[src/rtl/ix_pkg.sv]
package ix_pkg;
  typedef enum logic [2:0] {
    TGT_NONE, TGT_INDEX, TGT_MEM, TGT_REG, TGT_CFG, TGT_REJECT
  } tgt_e;

  function automatic logic [2:0] size_to_bytes(input logic [1:0] code);
    case (code)
      2'd0:    return 3'd1;
      2'd1:    return 3'd2;
      default: return 3'd4;
    endcase
  endfunction
endpackage

[src/rtl/ix_lanes.sv]
module ix_lanes (
  input  logic [1:0]  off,
  input  logic [2:0]  nbytes,
  input  logic [31:0] wdata,
  input  logic [31:0] rword,
  output logic [31:0] wshift,
  output logic [3:0]  be,
  output logic [31:0] rdata
);
  logic [31:0] rsh;
  logic [31:0] mask;

  for (genvar k = 0; k < 4; k++) begin : g_be
    assign be[k] = (3'(k) >= {1'b0, off}) && ((3'(k) - {1'b0, off}) < nbytes);
  end

  assign wshift = wdata << {off, 3'b000};
  assign rsh    = rword >> {off, 3'b000};
  assign mask   = (nbytes == 3'd1) ? 32'h0000_00FF :
                  (nbytes == 3'd2) ? 32'h0000_FFFF : 32'hFFFF_FFFF;
  assign rdata  = rsh & mask;
endmodule

[src/rtl/ix_regfile.sv]
module ix_regfile #(
  parameter int NREGS = 16,
  localparam int RIW  = (NREGS > 1) ? $clog2(NREGS) : 1
) (
  input  logic           clk,
  input  logic           rst_n,
  input  logic           we,
  input  logic [RIW-1:0] idx,
  input  logic [3:0]     be,
  input  logic [31:0]    wdata,
  output logic [31:0]    rdata
);
  logic [31:0] regs [NREGS];

  for (genvar r = 0; r < NREGS; r++) begin : g_reg
    for (genvar b = 0; b < 4; b++) begin : g_byte
      always_ff @(posedge clk or negedge rst_n) begin
        if (!rst_n)
          regs[r][8*b +: 8] <= '0;
        else if (we && be[b] && (idx == RIW'(r)))
          regs[r][8*b +: 8] <= wdata[8*b +: 8];
      end
    end
  end

  assign rdata = (int'(idx) < NREGS) ? regs[idx] : '0;
endmodule

[src/rtl/ix_vidmem.sv]
module ix_vidmem #(
  parameter int MEM_BYTES = 256,
  localparam int MAW      = $clog2(MEM_BYTES)
) (
  input  logic           clk,
  input  logic           rst_n,
  input  logic           we,
  input  logic [MAW-1:0] addr,
  input  logic [2:0]     nbytes,
  input  logic [31:0]    wdata,
  output logic [31:0]    rdata
);
  logic [7:0] mem [MEM_BYTES];

  for (genvar k = 0; k < 4; k++) begin : g_rd
    logic [MAW:0] pos;
    assign pos = {1'b0, addr} + (MAW+1)'(k);
    assign rdata[8*k +: 8] = (pos < (MAW+1)'(MEM_BYTES)) ? mem[pos[MAW-1:0]] : 8'h00;
  end

  always_ff @(posedge clk or negedge rst_n) begin
    if (!rst_n) begin
      for (int i = 0; i < MEM_BYTES; i++) mem[i] <= 8'h00;
    end else if (we) begin
      for (int k = 0; k < 4; k++)
        if (3'(k) < nbytes) mem[MAW'(addr + MAW'(k))] <= wdata[8*k +: 8];
    end
  end
endmodule

[src/rtl/ix_window_bridge.sv]
module ix_window_bridge #(
  parameter int          AW        = 14,
  parameter int          NREGS     = 16,
  parameter logic [31:0] REG_BASE  = 32'h0000_0100,
  parameter int          MEM_BYTES = 256,
  parameter logic [31:0] CFG_SEED  = 32'hA5C3_1E00
) (
  input  logic          clk,
  input  logic          rst_n,
  input  logic          req_valid,
  output logic          req_ready,
  input  logic          req_write,
  input  logic [AW-1:0] req_addr,
  input  logic [1:0]    req_size,
  input  logic [31:0]   req_wdata,
  output logic          rsp_valid,
  input  logic          rsp_ready,
  output logic [31:0]   rsp_rdata,
  output logic          err_pulse,
  output logic          err_sticky
);
  import ix_pkg::*;

  localparam int          WIN_BASE = 4;
  localparam int          WIN_LAST = WIN_BASE + 3;
  localparam int          MAW      = $clog2(MEM_BYTES);
  localparam int          RIW      = (NREGS > 1) ? $clog2(NREGS) : 1;
  localparam logic [31:0] REG_END  = REG_BASE + 32'(4 * NREGS);
  localparam logic [31:0] CFG_LO   = 32'h0000_0F00;
  localparam logic [31:0] CFG_HI   = 32'h0000_0FFF;

  logic [31:0] index_q;
  logic        rsp_valid_q, err_pulse_q, err_sticky_q;
  logic [31:0] rsp_rdata_q;

  tgt_e        tgt;
  logic [31:0] ea;
  logic [2:0]  nb;
  logic        acc, mem_inb;
  logic [1:0]  lane_off;
  logic [31:0] rword, lane_rdata, wshift, bmask, reg_rdata, mem_rdata, cfg_word, rd_val;
  logic [3:0]  be;

  function automatic tgt_e classify(input logic [31:0] a);
    if (a >= REG_BASE && a < REG_END) return TGT_REG;
    if (a >= CFG_LO && a <= CFG_HI)   return TGT_CFG;
    return TGT_NONE;
  endfunction

  assign req_ready = !rsp_valid_q || rsp_ready;
  assign acc       = req_valid && req_ready;

  always_comb begin
    nb  = size_to_bytes(req_size);
    tgt = TGT_NONE;
    ea  = '0;
    if (req_addr < AW'(WIN_BASE)) begin
      tgt = TGT_INDEX;
      ea  = 32'(req_addr);
    end else if (req_addr <= AW'(WIN_LAST)) begin
      if (index_q[31]) begin
        tgt = TGT_MEM;
      end else if (index_q > 32'(WIN_LAST)) begin
        ea  = index_q + {30'b0, req_addr[1:0]};
        tgt = classify(ea);
      end else begin
        tgt = TGT_REJECT;
      end
    end else begin
      ea  = 32'(req_addr);
      tgt = classify(ea);
    end
  end

  assign mem_inb  = (32'(index_q[30:0]) + 32'(nb)) <= 32'(MEM_BYTES);
  assign cfg_word = {CFG_SEED[31:8], 2'b00, ea[7:2]};
  assign lane_off = (tgt == TGT_MEM) ? 2'b00 : ea[1:0];

  always_comb begin
    case (tgt)
      TGT_INDEX: rword = index_q;
      TGT_REG:   rword = reg_rdata;
      TGT_CFG:   rword = cfg_word;
      TGT_MEM:   rword = mem_rdata;
      default:   rword = '0;
    endcase
  end

  ix_lanes u_lanes (
    .off(lane_off), .nbytes(nb), .wdata(req_wdata), .rword(rword),
    .wshift(wshift), .be(be), .rdata(lane_rdata)
  );

  ix_regfile #(.NREGS(NREGS)) u_regs (
    .clk(clk), .rst_n(rst_n),
    .we(acc && req_write && tgt == TGT_REG),
    .idx(RIW'((ea - REG_BASE) >> 2)), .be(be), .wdata(wshift),
    .rdata(reg_rdata)
  );

  ix_vidmem #(.MEM_BYTES(MEM_BYTES)) u_mem (
    .clk(clk), .rst_n(rst_n),
    .we(acc && req_write && tgt == TGT_MEM && mem_inb),
    .addr(index_q[MAW-1:0]), .nbytes(nb), .wdata(req_wdata),
    .rdata(mem_rdata)
  );

  always_comb begin
    rd_val = '0;
    if (!req_write) begin
      case (tgt)
        TGT_INDEX, TGT_REG, TGT_CFG: rd_val = lane_rdata;
        TGT_MEM:                     rd_val = mem_inb ? lane_rdata : '0;
        default:                     rd_val = '0;
      endcase
    end
  end

  assign bmask = {{8{be[3]}}, {8{be[2]}}, {8{be[1]}}, {8{be[0]}}};

  always_ff @(posedge clk or negedge rst_n) begin
    if (!rst_n) begin
      index_q      <= '0;
      rsp_valid_q  <= 1'b0;
      rsp_rdata_q  <= '0;
      err_pulse_q  <= 1'b0;
      err_sticky_q <= 1'b0;
    end else begin
      err_pulse_q <= 1'b0;
      if (acc) begin
        rsp_valid_q <= 1'b1;
        rsp_rdata_q <= rd_val;
        if (tgt == TGT_REJECT) begin
          err_pulse_q  <= 1'b1;
          err_sticky_q <= 1'b1;
        end
        if (req_write && tgt == TGT_INDEX)
          index_q <= ((index_q & ~bmask) | (wshift & bmask)) & ~32'h3;
      end else if (rsp_ready) begin
        rsp_valid_q <= 1'b0;
      end
    end
  end

  assign rsp_valid  = rsp_valid_q;
  assign rsp_rdata  = rsp_rdata_q;
  assign err_pulse  = err_pulse_q;
  assign err_sticky = err_sticky_q;
endmodule

[config.mk]
export PLATFORM = sky130hd
export DESIGN_NAME = ix_window_bridge
export DESIGN_NICKNAME = d
export VERILOG_FILES = /design/src/rtl/ix_pkg.sv /design/src/rtl/ix_lanes.sv /design/src/rtl/ix_regfile.sv /design/src/rtl/ix_vidmem.sv /design/src/rtl/ix_window_bridge.sv
export SDC_FILE = /design/constraint.sdc
export NUM_CORES = 2
export LEC_CHECK = 0
export BUFFER_PORTS_ARGS = -buffer_cell sky130_fd_sc_hd__clkbuf_2
export CAP_MARGIN = 10
export CORE_ASPECT_RATIO = 1.5
export CORE_MARGIN = 2
export CORE_UTILIZATION = 45
export DETAILED_ROUTE_END_ITERATION = 16
export GPL_ROUTABILITY_DRIVEN = 1
export SLEW_MARGIN = 25
export SYNTH_ARGS = -nofsm -noshare
export SYNTH_HDL_FRONTEND = slang
export SYNTH_SLANG_ARGS = --single-unit
[constraint.sdc]
create_clock -name clk -period 11.02 [get_ports clk]
set_clock_uncertainty 0.1 [all_clocks]
set_input_delay 2.755 -clock clk [delete_from_list [all_inputs] [get_ports clk]]
set_output_delay 2.755 -clock clk [all_outputs]
set_load 0.03 [all_outputs]
==> impl_metrics.csv <==
group,metric,value,unit
cts,clkTransAtPathRegs,0.06,ns
sta,report.final.slew_viol_count,0,
cts,ctsResizeCount,0,
cells_and_area,drive_gt1_share,38.4,%
sta,finalCriticalPeriod,7.51,ns
cts,clock_sinks,2625,
die,die_area,0.280,mm²
logic_synthesis,ys.flop_type,"dfrtp_1",
power,ir_worst_vdd,0.145,mV
sta,worst-slew-pin-transition,1.30,ns
routing,ant_nets,0,
cts,cts_setup_buffers,0,
logic_synthesis,synth_area_leader_cell,"dfrtp_1",
die,core,0.275,mm²
sta,hold_viol,0,
status,status,"complete, no violations",
worst_setup_path,worst_setup_path_start_kind,"input pin",
worst_setup_path,crit_path_end,"u_regs.regs[143]",
global_route,grt_pass1_vias,86491,
cells_and_area,n_fill_cell,23742,
cells_and_area,syn_to_final_growth,11.2,%
placed_design,globalplace.congestion,0.984,
run,drv_cap,0,
sta,rsz0062_at_grt,"no",
cells_and_area,nets,9158,
worst_setup_path,required,11.65,ns
die,fp.dieW,433,µm
sta,relSlewSlack,12.9,%
global_route,grt-ovfl-total,0,
worst_setup_path,critPathLaunch,"req_addr[9]",
cells_and_area,layout.cells.non_filler,12984,
cts,numCtsBuffers,268,
sta,period_share,68.1,%
die,dieHeight,648,µm
worst_setup_path,ff2ff_path_depth,14,
logic_synthesis,synth_cells,9259,
logic_synthesis,yosysWarnings,0,
logic_synthesis,async_flop_share,100,%
cts,clk_path_buf_depth,4,
logic_synthesis,yosysTopAreaCellShare,52.9,%
routing,totalWireLength,464000,µm
placed_design,io_buffers,88,
sta,finalSetupTns,0,ns
placed_design,dpl.hpwl,307000,µm
logic_synthesis,synth_seq_area_share,52.9,%
die,io_pins,89,
logic_synthesis,ys_seq_elements,2625,
cts,htree_levels,5,
logic_synthesis,netlist_area,0.124,mm²
hold_path,hold_path.class,"reg2reg",
global_route,grtUsageTotal,32.8,%
global_route,grt_pass1_wl,661000,µm
logic_synthesis,syn_nets,9326,
routing,drc_errors,0,
sta,fmax,0.133,GHz
worst_setup_path,critical_path_class,"in2reg",
routing,vias_per_cell,6.48,
die,num_rows,236,
worst_setup_path,path_max_fanout,40,
logic_synthesis,ys_types,91,
routing,vias,84117,
worst_setup_path,cp-end-kind,"flip-flop",
global_route,grt_antenna_before_repair,32,
sta,setup_viol,0,
logic_synthesis,syn_area_per_cell,13.4,µm²
global_route,grt_max_degree,187,
logic_synthesis,synth.area.top_cells,"dfrtp_1 53%, mux2_2 16%, mux2_4 7.3%, o22ai_1 4.2%, mux2_1 3.0%",
power,leakagePower,68.4,nW
placed_design,dp.cells,12506,
routing,drtPass1Iterations,7,
cts,cts_root_buffer,"clkbuf_16",
cts,ctsHoldBuffers,0,
power,power_density,144,mW/mm²
die,initial_core_util,45.2,%
cts,cts_tree,"done",
worst_setup_path,cp.arrival,8.14,ns
worst_setup_path,reg2reg_slack,4.02,ns
logic_synthesis,synth_edf_count,0,
cts,clkLatencyLatePin,0.88,ns
routing,drt-initial-drc-count,7844,
routing,post_drt_wl_per_cell,35.8,µm
worst_setup_path,rr_endpoint,"u_mem.mem[1774]",
critical path, stage by stage:
cell	delay (ns)
clkbuf_2	0.11
or4_1	0.70
nor2_1	0.40
nand3_1	0.28
o21ai_2	0.80
buf_4	0.36
inv_1	0.06
buf_4	0.30
ha_1	0.35
o21ai_0	0.27
nor4b_2	0.28
buf_4	0.30
nand4_1	0.59
mux2_2	0.51
cells by family (layout without fill, tap and decap cells):
family                   count (synthesis)  in the layout  synth area share, %
AND/OR/NAND/NOR                       1243           1243                 7.08
adder cells (fa/ha/maj)                 14             14                0.141
multiplexers                          2912           2912                 28.2
other                                    0             17                    0
AO/OA/AOI/OAI                         1569           1569                 8.48
flip-flops                            2625           2625                 52.9
buffers and inverters                  888            907                 3.18
XOR/XNOR                                 8              8               0.0564
routing by layer:
layer	GRT usage, %	wire, µm	up-vias
li1	-	-	34158
met1	38.4	171000	44923
met2	52.3	217000	3713
met3	5.96	29700	1301
met4	27.5	46600	22
met5	0	136	-
through the flow:
stage	hold slack, ns	util, %	cell area, µm²	power, W	setup slack, ns
floorplan	0.355	-	124000	0.0101	3.82
global placement	0.358	46.8	129000	0.0106	2.61
global route	0.397	50.2	138000	0.0204	3.33
detailed placement	0.367	46.9	129000	0.0106	2.68
CTS	0.380	50.1	138000	0.0200	3.61
finish	0.376	50.2	138000	0.0199	3.51
cell usage after synthesis (58+ instances only):
| cell | n |
|---|---|
| nor3_1 | 75 |
| mux2_1 | 328 |
| a21oi_1 | 113 |
| clkbuf_1 | 534 |
| mux2i_1 | 206 |
| o21ai_0 | 132 |
| nor4_1 | 129 |
| o221ai_1 | 73 |
| nand3_1 | 114 |
| nor2_1 | 139 |
| nor4_4 | 58 |
| mux2_2 | 1751 |
| nand2_1 | 309 |
| o22ai_1 | 829 |
| buf_2 | 99 |
| dfrtp_1 | 2625 |
| mux2_4 | 608 |
| buf_1 | 143 |
| nand2_8 | 76 |
how the worst min path moves through the flow:
stage | start | slack (ns) | cells after the start | to
2_1_floorplan | u_mem.mem[2037] | 0.36 | 1 | u_mem.mem[2037]
3_3_place_gp | err_sticky | 0.36 | 1 | err_sticky
3_5_place_dp | err_sticky | 0.37 | 1 | err_sticky
4_1_cts | err_sticky | 0.38 | 1 | err_sticky
5_1_grt | u_mem.mem[114] | 0.40 | 1 | u_mem.mem[114]
6_report | err_sticky | 0.38 | 1 | err_sticky
state kept, by name, indices dropped and copies added, names as in the netlist, named ones only:
register     count
rsp_rdata       32
u_mem.mem     2048
err_sticky       1
err_pulse        1
u_regs.regs    512
rsp_valid        1
cell type report:
cell class / count / area (µm²) / area share, %
flip-flops and latches: 2625 / 65700 / 47.6
multi-input cells: 5746 / 55400 / 40.1
repair buffers: 428 / 3480 / 2.52
clock inverters: 78 / 1010 / 0.728
diodes: 17 / 42.5 / 0.0308
well taps: 3689 / 4620 / 3.34
inverters: 22 / 90.1 / 0.0652
clock buffers: 379 / 7870 / 5.70
power breakdown:
part	internal [W]	switching, W
Clock	0.00549	0.00398
Combinational	0.000117	0.000652
Sequential	0.00964	0.000000929
cells in the final DEF (no fill, tap or decap), types with 45 or more instances in the layout:
master	n
clkbuf_2	85
o211ai_1	45
mux2_1	328
nand3_1	112
mux2i_1	205
a21oi_1	104
clkbuf_16	280
nor2_1	129
and2_1	50
nand2_8	76
mux2_4	608
nor4_4	68
o22a_1	46
nand2_1	301
dfrtp_1	2619
nor4_1	111
clkbuf_1	50
buf_4	297
nor2b_1	49
o21ai_0	132
mux2_2	1751
clkbuf_8	49
nor3_1	54
o22ai_1	828
o221ai_1	73
Note: power is estimated with default switching activity, not from simulation.
